[config.mk]
export PLATFORM = sky130hd
export DESIGN_NAME = dma_chain_seq
export DESIGN_NICKNAME = d
export VERILOG_FILES = /design/src/rtl/dma_seq_pkg.sv /design/src/rtl/dma_seq_regs.sv /design/src/rtl/dma_seq_fetch.sv /design/src/rtl/dma_seq_ctl.sv /design/src/rtl/dma_chain_seq.sv
export SDC_FILE = /design/constraint.sdc
export NUM_CORES = 1
export LEC_CHECK = 0
export BUFFER_PORTS_ARGS = -buffer_cell sky130_fd_sc_hd__buf_2
export CORE_MARGIN = 2
export CORE_UTILIZATION = 50
export CTS_BUF_LIST = sky130_fd_sc_hd__clkbuf_4
export DETAILED_ROUTE_END_ITERATION = 12
export GPL_TIMING_DRIVEN = 0
export PLACE_DENSITY = 0.84
export SLEW_MARGIN = 20
export SYNTH_ARGS = -nofsm -noshare
export SYNTH_HDL_FRONTEND = slang
export SYNTH_HIERARCHICAL = 1
export SYNTH_SLANG_ARGS = --single-unit
[constraint.sdc]
create_clock -name clk -period 10.45 [get_ports clk]
set_input_delay 0.5225 -clock clk [delete_from_list [all_inputs] [get_ports clk]]
set_output_delay 0.5225 -clock clk [all_outputs]
set_load 0.02 [all_outputs]
[src/rtl/dma_seq_pkg.sv]
package dma_seq_pkg;
  // register word offsets
  localparam int REG_AW = 3;
  localparam logic [REG_AW-1:0] OFS_CTRL = 3'd0;
  localparam logic [REG_AW-1:0] OFS_STAT = 3'd1;
  localparam logic [REG_AW-1:0] OFS_SRC  = 3'd2;
  localparam logic [REG_AW-1:0] OFS_DST  = 3'd3;
  localparam logic [REG_AW-1:0] OFS_CNT  = 3'd4;
  localparam logic [REG_AW-1:0] OFS_DESC = 3'd5;

  // control and status bit positions
  localparam int CTRL_MODE  = 0;
  localparam int CTRL_START = 1;
  localparam int ST_BUSY    = 0;
  localparam int ST_DONE    = 1;
  localparam int ST_ERR     = 2;

  // descriptor layout
  localparam int DESC_WORDS = 4;
  localparam int DESC_IDX_W = $clog2(DESC_WORDS);
  localparam logic [DESC_IDX_W-1:0] DW_SRC  = 2'd0;
  localparam logic [DESC_IDX_W-1:0] DW_DST  = 2'd1;
  localparam logic [DESC_IDX_W-1:0] DW_LINK = 2'd2;
  localparam logic [DESC_IDX_W-1:0] DW_CNT  = 2'd3;

  typedef enum logic [1:0] {
    SEQ_IDLE   = 2'd0,
    SEQ_FETCH  = 2'd1,
    SEQ_LAUNCH = 2'd2,
    SEQ_WAIT   = 2'd3
  } seq_state_t;
endpackage

[src/rtl/dma_seq_regs.sv]
module dma_seq_regs
  import dma_seq_pkg::*;
#(
  parameter int DW = 32
) (
  input  logic                  clk,
  input  logic                  rst_n,
  input  logic                  wr_en,
  input  logic [REG_AW-1:0]     wr_addr,
  input  logic [DW-1:0]         wr_data,
  input  logic [REG_AW-1:0]     rd_addr,
  output logic [DW-1:0]         rd_data,
  input  logic                  busy,
  input  logic                  set_done,
  input  logic                  set_err,
  input  logic                  ld_en,
  input  logic [DESC_IDX_W-1:0] ld_idx,
  input  logic [DW-1:0]         ld_data,
  output logic                  chain_mode,
  output logic                  start_edge,
  output logic [DW-1:0]         src_q,
  output logic [DW-1:0]         dst_q,
  output logic [DW-1:0]         cnt_q,
  output logic [DW-1:0]         desc_q,
  output logic                  last_q
);
  logic          mode_q, start_q, done_q, err_q;
  logic          mode_d, start_d, done_d, err_d, last_d;
  logic [DW-1:0] src_d, dst_d, cnt_d, desc_d;
  logic          wr_ctrl, wr_stat, wr_work;

  assign wr_ctrl = wr_en && (wr_addr == OFS_CTRL);
  assign wr_stat = wr_en && (wr_addr == OFS_STAT);
  assign wr_work = wr_en && !busy;

  // start edge: the stored start bit goes from 0 to 1
  assign start_edge = wr_ctrl && wr_data[CTRL_START] && !start_q;
  assign chain_mode = mode_d;

  always_comb begin
    mode_d  = mode_q;
    start_d = start_q;
    done_d  = done_q;
    err_d   = err_q;
    src_d   = src_q;
    dst_d   = dst_q;
    cnt_d   = cnt_q;
    desc_d  = desc_q;
    last_d  = last_q;
    if (wr_ctrl) begin
      mode_d  = wr_data[CTRL_MODE];
      start_d = wr_data[CTRL_START];
    end
    if (wr_stat) begin
      if (wr_data[ST_DONE]) done_d = 1'b0;
      if (wr_data[ST_ERR])  err_d  = 1'b0;
    end
    if (set_done) done_d = 1'b1;
    if (set_err)  err_d  = 1'b1;
    if (wr_work) begin
      case (wr_addr)
        OFS_SRC:  src_d  = wr_data;
        OFS_DST:  dst_d  = wr_data;
        OFS_CNT:  cnt_d  = wr_data;
        OFS_DESC: desc_d = wr_data;
        default: ;
      endcase
    end
    if (ld_en) begin
      case (ld_idx)
        DW_SRC:  src_d = ld_data;
        DW_DST:  dst_d = ld_data;
        DW_LINK: begin
          desc_d = {ld_data[DW-1:1], 1'b0};
          last_d = ld_data[0];
        end
        default: cnt_d = ld_data;
      endcase
    end
  end

  always_ff @(posedge clk or negedge rst_n) begin
    if (!rst_n) begin
      mode_q  <= 1'b0;
      start_q <= 1'b0;
      done_q  <= 1'b0;
      err_q   <= 1'b0;
      src_q   <= '0;
      dst_q   <= '0;
      cnt_q   <= '0;
      desc_q  <= '0;
      last_q  <= 1'b0;
    end else begin
      mode_q  <= mode_d;
      start_q <= start_d;
      done_q  <= done_d;
      err_q   <= err_d;
      src_q   <= src_d;
      dst_q   <= dst_d;
      cnt_q   <= cnt_d;
      desc_q  <= desc_d;
      last_q  <= last_d;
    end
  end

  always_comb begin
    rd_data = '0;
    case (rd_addr)
      OFS_CTRL: begin
        rd_data[CTRL_MODE]  = mode_q;
        rd_data[CTRL_START] = start_q;
      end
      OFS_STAT: begin
        rd_data[ST_BUSY] = busy;
        rd_data[ST_DONE] = done_q;
        rd_data[ST_ERR]  = err_q;
      end
      OFS_SRC:  rd_data = src_q;
      OFS_DST:  rd_data = dst_q;
      OFS_CNT:  rd_data = cnt_q;
      OFS_DESC: rd_data = desc_q;
      default:  rd_data = '0;
    endcase
  end
endmodule

[src/rtl/dma_seq_fetch.sv]
module dma_seq_fetch
  import dma_seq_pkg::*;
#(
  parameter int DW = 32
) (
  input  logic                  clk,
  input  logic                  rst_n,
  input  logic                  go,
  input  logic [DW-1:0]         base_in,
  output logic                  mem_req,
  output logic [DW-1:0]         mem_addr,
  input  logic                  mem_ack,
  input  logic [DW-1:0]         mem_rdata,
  output logic                  ld_en,
  output logic [DESC_IDX_W-1:0] ld_idx,
  output logic [DW-1:0]         ld_data,
  output logic                  fetch_done
);
  localparam int STRIDE_LG = $clog2(DW / 8);
  localparam logic [DESC_IDX_W-1:0] IDX_LAST = DESC_IDX_W'(DESC_WORDS - 1);

  logic                  active_q, active_d;
  logic [DESC_IDX_W-1:0] idx_q, idx_d;
  logic [DW-1:0]         base_q, base_d;
  logic [DW-1:0]         offset;

  always_comb begin
    offset = '0;
    offset[STRIDE_LG +: DESC_IDX_W] = idx_q;
  end

  assign mem_req    = active_q;
  assign mem_addr   = base_q + offset;
  assign ld_en      = active_q && mem_ack;
  assign ld_idx     = idx_q;
  assign ld_data    = mem_rdata;
  assign fetch_done = ld_en && (idx_q == IDX_LAST);

  always_comb begin
    active_d = active_q;
    idx_d    = idx_q;
    base_d   = base_q;
    if (go) begin
      active_d = 1'b1;
      idx_d    = '0;
      base_d   = base_in;
    end else if (ld_en) begin
      idx_d = idx_q + 1'b1;
      if (idx_q == IDX_LAST) active_d = 1'b0;
    end
  end

  always_ff @(posedge clk or negedge rst_n) begin
    if (!rst_n) begin
      active_q <= 1'b0;
      idx_q    <= '0;
      base_q   <= '0;
    end else begin
      active_q <= active_d;
      idx_q    <= idx_d;
      if (go) base_q <= base_d;
    end
  end
endmodule

[src/rtl/dma_seq_ctl.sv]
module dma_seq_ctl
  import dma_seq_pkg::*;
(
  input  logic clk,
  input  logic rst_n,
  input  logic start_edge,
  input  logic chain_mode,
  input  logic cnt_zero,
  input  logic last_desc,
  input  logic fetch_done,
  input  logic xfer_done,
  input  logic xfer_err,
  output logic busy,
  output logic fetch_go,
  output logic xfer_start,
  output logic set_done,
  output logic set_err
);
  seq_state_t st_q, st_d;
  logic       chain_q;
  logic       take_start;
  logic       seg_end;

  assign busy       = (st_q != SEQ_IDLE);
  assign take_start = (st_q == SEQ_IDLE) && start_edge;

  always_comb begin
    st_d       = st_q;
    fetch_go   = 1'b0;
    xfer_start = 1'b0;
    set_done   = 1'b0;
    set_err    = 1'b0;
    seg_end    = 1'b0;
    case (st_q)
      SEQ_IDLE: begin
        if (start_edge) begin
          if (chain_mode) begin
            st_d     = SEQ_FETCH;
            fetch_go = 1'b1;
          end else begin
            st_d = SEQ_LAUNCH;
          end
        end
      end
      SEQ_FETCH: begin
        if (fetch_done) st_d = SEQ_LAUNCH;
      end
      SEQ_LAUNCH: begin
        if (cnt_zero) begin
          seg_end = 1'b1;
        end else begin
          xfer_start = 1'b1;
          st_d       = SEQ_WAIT;
        end
      end
      SEQ_WAIT: begin
        if (xfer_err) begin
          set_err = 1'b1;
          st_d    = SEQ_IDLE;
        end else if (xfer_done) begin
          seg_end = 1'b1;
        end
      end
      default: st_d = SEQ_IDLE;
    endcase
    if (seg_end) begin
      if (!chain_q || last_desc) begin
        set_done = 1'b1;
        st_d     = SEQ_IDLE;
      end else begin
        fetch_go = 1'b1;
        st_d     = SEQ_FETCH;
      end
    end
  end

  always_ff @(posedge clk or negedge rst_n) begin
    if (!rst_n) begin
      st_q    <= SEQ_IDLE;
      chain_q <= 1'b0;
    end else begin
      st_q <= st_d;
      if (take_start) chain_q <= chain_mode;
    end
  end
endmodule

[src/rtl/dma_chain_seq.sv]
module dma_chain_seq
  import dma_seq_pkg::*;
#(
  parameter int DW = 32
) (
  input  logic              clk,
  input  logic              rst_n,
  input  logic              reg_wr,
  input  logic [REG_AW-1:0] reg_waddr,
  input  logic [DW-1:0]     reg_wdata,
  input  logic [REG_AW-1:0] reg_raddr,
  output logic [DW-1:0]     reg_rdata,
  output logic              mem_req,
  output logic [DW-1:0]     mem_addr,
  input  logic              mem_ack,
  input  logic [DW-1:0]     mem_rdata,
  output logic              xfer_start,
  output logic [DW-1:0]     xfer_src,
  output logic [DW-1:0]     xfer_dst,
  output logic [DW-1:0]     xfer_len,
  input  logic              xfer_done,
  input  logic              xfer_err,
  output logic              busy
);
  logic [1:0]            rst_pipe;
  logic                  rst_core_n;
  logic                  set_done, set_err, fetch_go, fetch_done;
  logic                  ld_en, chain_mode, start_edge, last_q;
  logic [DESC_IDX_W-1:0] ld_idx;
  logic [DW-1:0]         ld_data, cnt_q, desc_q;

  // asynchronous assert, synchronous release
  always_ff @(posedge clk or negedge rst_n) begin
    if (!rst_n) rst_pipe <= '0;
    else        rst_pipe <= {rst_pipe[0], 1'b1};
  end
  assign rst_core_n = rst_pipe[1];

  assign xfer_len = cnt_q;

  dma_seq_regs #(.DW(DW)) u_regs (
    .clk        (clk),
    .rst_n      (rst_core_n),
    .wr_en      (reg_wr),
    .wr_addr    (reg_waddr),
    .wr_data    (reg_wdata),
    .rd_addr    (reg_raddr),
    .rd_data    (reg_rdata),
    .busy       (busy),
    .set_done   (set_done),
    .set_err    (set_err),
    .ld_en      (ld_en),
    .ld_idx     (ld_idx),
    .ld_data    (ld_data),
    .chain_mode (chain_mode),
    .start_edge (start_edge),
    .src_q      (xfer_src),
    .dst_q      (xfer_dst),
    .cnt_q      (cnt_q),
    .desc_q     (desc_q),
    .last_q     (last_q)
  );

  dma_seq_fetch #(.DW(DW)) u_fetch (
    .clk        (clk),
    .rst_n      (rst_core_n),
    .go         (fetch_go),
    .base_in    (desc_q),
    .mem_req    (mem_req),
    .mem_addr   (mem_addr),
    .mem_ack    (mem_ack),
    .mem_rdata  (mem_rdata),
    .ld_en      (ld_en),
    .ld_idx     (ld_idx),
    .ld_data    (ld_data),
    .fetch_done (fetch_done)
  );

  dma_seq_ctl u_ctl (
    .clk        (clk),
    .rst_n      (rst_core_n),
    .start_edge (start_edge),
    .chain_mode (chain_mode),
    .cnt_zero   (cnt_q == '0),
    .last_desc  (last_q),
    .fetch_done (fetch_done),
    .xfer_done  (xfer_done),
    .xfer_err   (xfer_err),
    .busy       (busy),
    .fetch_go   (fetch_go),
    .xfer_start (xfer_start),
    .set_done   (set_done),
    .set_err    (set_err)
  );
endmodule

* Word-level counts from Yosys, hierarchy flattened
Index checks and enable logic that the tools add are counted.
** Cells by class
- $add $sub $neg :: 2
- Equal/unequal tests :: 20
- Mux-type cells :: 54
- Reductions and logical operators :: 30
** Operators by type and width (count)
- 2-to-1 mux 32 bit :: 16
- case mux 29 bit (4 select lines) :: 1
- adder 32 x 4 -> 32 bit :: 1
- logical NOT 32 bit :: 1
- 2-to-1 mux 1 bit :: 25
- 2-to-1 mux 2 bit :: 8
- nonzero test 2 bit :: 7
- equality test 3 x 2 -> 1 bit (second input constant) :: 4
- equality test 3 bit (second input constant) :: 4
- case mux 2 bit (6 select lines) :: 1
- equality test 2 bit (second input constant) :: 4
- logical AND 1 bit :: 8
- case mux 2 bit (4 select lines) :: 1
- AND reduction 2 bit :: 4
- equality test 3 x 1 -> 1 bit (second input constant) :: 2
- logical NOT 3 bit :: 2
- != test 3 x 2 -> 1 bit (second input constant) :: 2
- case mux 1 bit (5 select lines) :: 1
- equality test 2 x 1 -> 1 bit (second input constant) :: 2
- logical NOT 2 bit :: 2
- AND reduction 4 bit :: 1
- logical NOT 1 bit :: 3
- != test 3 x 1 -> 1 bit (second input constant) :: 1
- != test 3 bit (second input constant) :: 1
- 4 further kinds :: 4
** Word-level totals
- Flip-flop bits (word level) :: 173
- Output and inout port bits :: 163

* Logic depth before layout (Yosys ltp)
- Word-level depth :: 10
- Gate-level depth with buffers :: 11

* By module
The synthesis kept the hierarchy.
** By module, submodules not included
- dma_seq_regs :: instances 1, cells an instance 928, area an instance 8546.9 um^2, sequential area each 3328.2 um^2
- dma_seq_fetch :: instances 1, cells an instance 207, area an instance 2219.6 um^2, sequential area each 875.8 um^2
- dma_seq_ctl :: instances 1, cells an instance 37, area an instance 334.1 um^2, sequential area each 75.1 um^2
- dma_chain_seq :: instances 1, cells an instance 14, area an instance 126.4 um^2, sequential area each 50.0 um^2

* Least setup slack after synthesis
No wires, ideal clock.
- Kind :: reg-to-output
- Start point :: reg u_fetch.idx_q[0] (netlist: u_fetch/ld_idx[0])
- End point :: out mem_addr[16]
- Data arrival time :: 2.057 ns
- Data required time :: 9.927 ns
- Slack :: 7.871 ns
- Stages on the path, launching flop included :: 8
- Cells stage by stage :: dfrtp_1 ha_1 fa_1 and4_1 buf_2 nor3b_2 nand4_1 xnor2_1
** Between the ends
- Word-level cells in the longest chain between the ends :: 1
** RTL lines
- start: declaration :: RTL line dma_seq_fetch.sv:23 : logic [DESC_IDX_W-1:0] idx_q, idx_d;
- start signal: assignment :: RTL line dma_seq_fetch.sv:60 : idx_q <= idx_d;
- adder 32 x 4 -> 32 bit :: RTL line dma_seq_fetch.sv:33 : assign mem_addr = base_q + offset;
- end: declaration :: RTL line dma_chain_seq.sv:14 : output logic [DW-1:0] mem_addr,
No other way between the ends.

* Final worst setup path
- Start point :: reg u_regs.cnt_q[13]
- End point :: reg u_fetch.base_q[10]
** Between the ends
- Word-level cells in the longest chain between the ends :: 4
** RTL lines
- start: declaration :: RTL line dma_seq_regs.sv:23 : output logic [DW-1:0] cnt_q,
- start signal: assignment :: RTL line dma_seq_regs.sv:100 : cnt_q <= cnt_d;
- logical NOT 32 bit :: RTL line dma_chain_seq.sv:84 : .cnt_zero (cnt_q == '0),
- 2-to-1 mux 1 bit :: RTL line dma_seq_ctl.sv:49 : if (cnt_zero) begin
- case mux 1 bit (2 select lines) :: RTL line dma_seq_ctl.sv:34 : case (st_q)
- 2-to-1 mux 1 bit :: RTL line dma_seq_ctl.sv:66 : if (seg_end) begin
- via fetch_go :: RTL line dma_chain_seq.sv:27 : logic set_done, set_err, fetch_go, fetch_done;
- end signal: assignment :: RTL line dma_seq_fetch.sv:61 : if (go) base_q <= base_d;
- end: declaration :: RTL line dma_seq_fetch.sv:24 : logic [DW-1:0] base_q, base_d;
The timed path passes the listed nets, and every way through them passes these cells.
A chain may end at the register's enable or synchronous reset.

==> flow_metrics.env <==
export IMPL_seq_power_share=0.400
export IMPL_start_util=0.511
export IMPL_avgSynthCellArea_um2=9.47
export IMPL_syn_nets=1273
export IMPL_min_delay_path_depth=3
export IMPL_worstPathCellList="nor4_1, nand4_1, nor2_1, nand2_2, a21oi_2, nand3_1, nand2_1, clkbuf_1, clkbuf_1, mux2_2"
export IMPL_via_per_inst=6.70
export IMPL_slew_headroom=0.487
export IMPL_worstHoldEndpoint="u_regs/last_q$_DFFE_PN0P_"
export IMPL_antenna_found_initial=4
export IMPL_io_buffers=205
export IMPL_tritoncts="done"
export IMPL_gp_congestion=0.994
export IMPL_rsz0062_at_grt="no"
export IMPL_holdCritStartpoint="mem_rdata[0]"
export IMPL_grt_max_degree=57
export IMPL_track_usage=0.348
export IMPL_period_share=0.361
export IMPL_cp_num_buf_inv=2
export IMPL_leakagePower_uw=0.00610
export IMPL_cp_slowest_cell="clkbuf_1"
export IMPL_grt_pass1_vias=11100
export IMPL_numCtsBuffers=17
export IMPL_crit_required_ps=10950
export IMPL_die_area_um2=23700
export IMPL_crit_path_start_kind="register"
export IMPL_drv_slew=0
export IMPL_finalClockSkew_ps=26.2
export IMPL_ff2ff_path_depth=10
export IMPL_clock_sinks=173
export IMPL_syn2layout_area_growth_pct=15.8
export IMPL_crit_fanout=10
export IMPL_max_cap_violations=0
export IMPL_synth_edf_count=0
export IMPL_peakVddDrop_uv=127
export IMPL_worstSetupPathType="reg2reg"
export IMPL_drtPass1Iterations=6
export IMPL_ys_seq_elements=173
export IMPL_max_stage_delay_ps=530
export IMPL_core_area_um2=22000
export IMPL_post_drt_wl_per_cell_um=24.5
export IMPL_syn_area_um2=11200
export IMPL_die_h_um=154
export IMPL_finalSetupViolCount=0
export IMPL_grt_remaining_overflow=0
export IMPL_postRouteAntennaNets=0
export IMPL_num_fill_cells=1913
export IMPL_post_cts_setup_buffer_count=0
export IMPL_hp_class="in2reg"
export IMPL_cp_data_arrival_time_ps=4280
export IMPL_die_w_um=154
export IMPL_syn_instance_count=1186
export IMPL_clkPwrFrac=0.132
export IMPL_rrSetupSlack_ps=6680
export IMPL_cp_common_cell="clkbuf_1"
export IMPL_yosys_top_cells_area="dfrtp_1 (39%), nand4_1 (7.9%), o211ai_2 (6.7%), nand3_1 (6.2%), mux2i_1 (5.3%)"
export IMPL_fmax_mhz=265
export IMPL_yosysWarnings=6
export IMPL_synth_ff_type="dfrtp_1"
export IMPL_multi_input_area_um2=5850
export IMPL_power_density_nw_per_um2=246
export IMPL_synth_top_area_share=0.386
export IMPL_worstSkewPairLatency_ps=620
export IMPL_fin_area_um2=13000
export IMPL_hold_viol=0
export IMPL_clk_pin_slew_ps=150
export IMPL_hold_buffers=1
export IMPL_seqCellArea_um2=4330
export IMPL_synth_async_reset_ratio=1.00
export IMPL_drt_iter0_drc=1599
export IMPL_power_switching_uw=1510
export IMPL_p_int_uw=1690
export IMPL_yosysSeqAreaShare=0.386
export IMPL_tightest_slew_ps=770
export IMPL_drc=0
export IMPL_post_route_min_period_ps=3770
export IMPL_drt_total_wl_um=42000
export IMPL_io_pins=239
export IMPL_total_power_uw=3210
export IMPL_synthDistinctLibCells=60
export IMPL_vias=11500
export IMPL_combinationalPowerShare=0.468
export IMPL_cts_max_level=4
export IMPL_final_common_cell="buf_2"
export IMPL_worstReg2RegStart="u_regs/cnt_q[13]$_DFF_PN0_"
export IMPL_final_layout_size_suffix_gt1_frac=0.320
export IMPL_rows=54
export IMPL_finalSetupTns_ps=0
export IMPL_reg2reg_to="u_fetch/base_q[10]$_DFFE_PN0P_"
export IMPL_swShare=0.472
export IMPL_placed_cell_area_um2=12700
export IMPL_status="finished, final reports clean"
export IMPL_final_cell_mix="buf_2 (254), dfrtp_1 (172), nand2_1 (152), nand4_1 (141), nand3_1 (139)"
export IMPL_root_buffer="clkbuf_4"
export IMPL_post_synth_top_area_cell="dfrtp_1"
export IMPL_cpLargestDelayFamily="simple AND/OR/NAND/NOR gates"
export IMPL_cp_end_kind="register"
export IMPL_layout_nets=1501
export IMPL_dp_hpwl_um=30400
export IMPL_grt_pass1_wl_um=63500
export IMPL_cts_buffer_depth=2
export IMPL_cts_resized=0
## through the flow
step           hold WS (ps)   util  worst slack [ps]  std cells
2_1_floorplan           227      -              5270       1186
3_3_place_gp            308  0.574              3180       1671
3_5_place_dp            247  0.578              6820       1674
4_1_cts                 115  0.592              6770       1707
5_1_grt                 105  0.592              6490       1710
6_report                114  0.592              6680       1711
## final cells by class
class / instances / area share
clock inverter: 14 / 0.0129
multi-input combinational: 842 / 0.450
timing repair buffer: 209 / 0.0854
inverter: 14 / 0.00404
buffer: 157 / 0.0762
sequential: 173 / 0.333
clock buffer: 18 / 0.0104
antenna: 4 / 0.000770
tap: 280 / 0.0269
## cell families (layout without fill, tap and decap cells)
| kind of cell | Yosys count | after routing | synth area share |
|---|---|---|---|
| AND/OR/NAND/NOR | 527 | 527 | 0.254 |
| AO/OA/AOI/OAI | 180 | 180 | 0.142 |
| flip-flops | 173 | 173 | 0.386 |
| buffers and inverters | 171 | 412 | 0.0929 |
| multiplexers | 94 | 94 | 0.0896 |
| XOR/XNOR | 29 | 29 | 0.0226 |
| adder cells (fa/ha/maj) | 11 | 11 | 0.0129 |
| other | 1 | 5 | 0.000334 |
## power by group through the flow
| stage | clock network (µW) | logic (µW) | registers (µW) |
|---|---|---|---|
| global route | 450 | 1590 | 1310 |
| finish | 423 | 1500 | 1280 |
| detailed placement | 0 | 1470 | 1280 |
| global placement | 0 | 1420 | 1280 |
| floorplan | 0 | 794 | 1390 |
| CTS | 420 | 1470 | 1260 |
## layer usage
metal / vias to the layer above / GRT usage / wire, µm
met5: - / 0 / 11
met2: 997 / 0.546 / 18700
li1: 4839 / - / -
met4: 2 / 0.175 / 2190
met3: 205 / 0.0978 / 5710
met1: 5424 / 0.444 / 15400
## cell usage after synthesis (all sizes together) (4+ instances only)
library cell and n:
nand2b 7, and3b 6, ha 10, and3 7, o22ai 29, nand3b 4
a21oi 6, xnor2 24, dfrtp 173, mux2 32, nand4 143, nor2 11
nand3 140, clkbuf 44, buf 111, xor2 5, o21ai 7, nor2b 4
o211ai 127, nand2 153, and2 30, nor4 10, mux2i 60, inv 14
## worst max-delay path by stage
stage / start / end / slack [ps] / cells after the start
after floorplan: rst_pipe[1]$_DFF_PN0_ / u_ctl/chain_q$_DFFE_PN0P_ / 5270 / 0
after global placement: rst_pipe[1]$_DFF_PN0_ / u_regs/dst_q[25]$_DFF_PN0_ / 3180 / 0
after detailed placement: u_regs/cnt_q[13]$_DFF_PN0_ / u_fetch/base_q[10]$_DFFE_PN0P_ / 6820 / 10
after CTS: u_regs/cnt_q[13]$_DFF_PN0_ / u_fetch/base_q[10]$_DFFE_PN0P_ / 6770 / 10
after global routing: u_regs/cnt_q[12]$_DFF_PN0_ / u_fetch/base_q[10]$_DFFE_PN0P_ / 6490 / 10
final: u_regs/cnt_q[13]$_DFF_PN0_ / u_fetch/base_q[10]$_DFFE_PN0P_ / 6680 / 10
## registers in the layout, summed over array words and instances, names as in the netlist
signal	flops
u_fetch/base_q	32
u_regs/cnt_q	32
u_regs/desc_q	32
u_regs/dst_q	32
u_regs/src_q	32
rst_pipe	2
u_ctl/st_q	2
u_fetch/ld_idx	2
u_ctl/chain_q	1
u_fetch/mem_req	1
u_regs/done_q	1
u_regs/err_q	1
u_regs/last_q	1
u_regs/mode_q	1
u_regs/start_q	1
## worst register-to-register path, stage by stage (launching register included)
cell and delay [ps]:
dfrtp_1 480, nor4_1 420, nand4_1 300, nor2_1 330, nand2_2 130, a21oi_2 230, nand3_1 130, nand2_1 180
clkbuf_1 520, clkbuf_1 530, mux2_2 400
No activity file was read; power rests on OpenSTA's default activity.
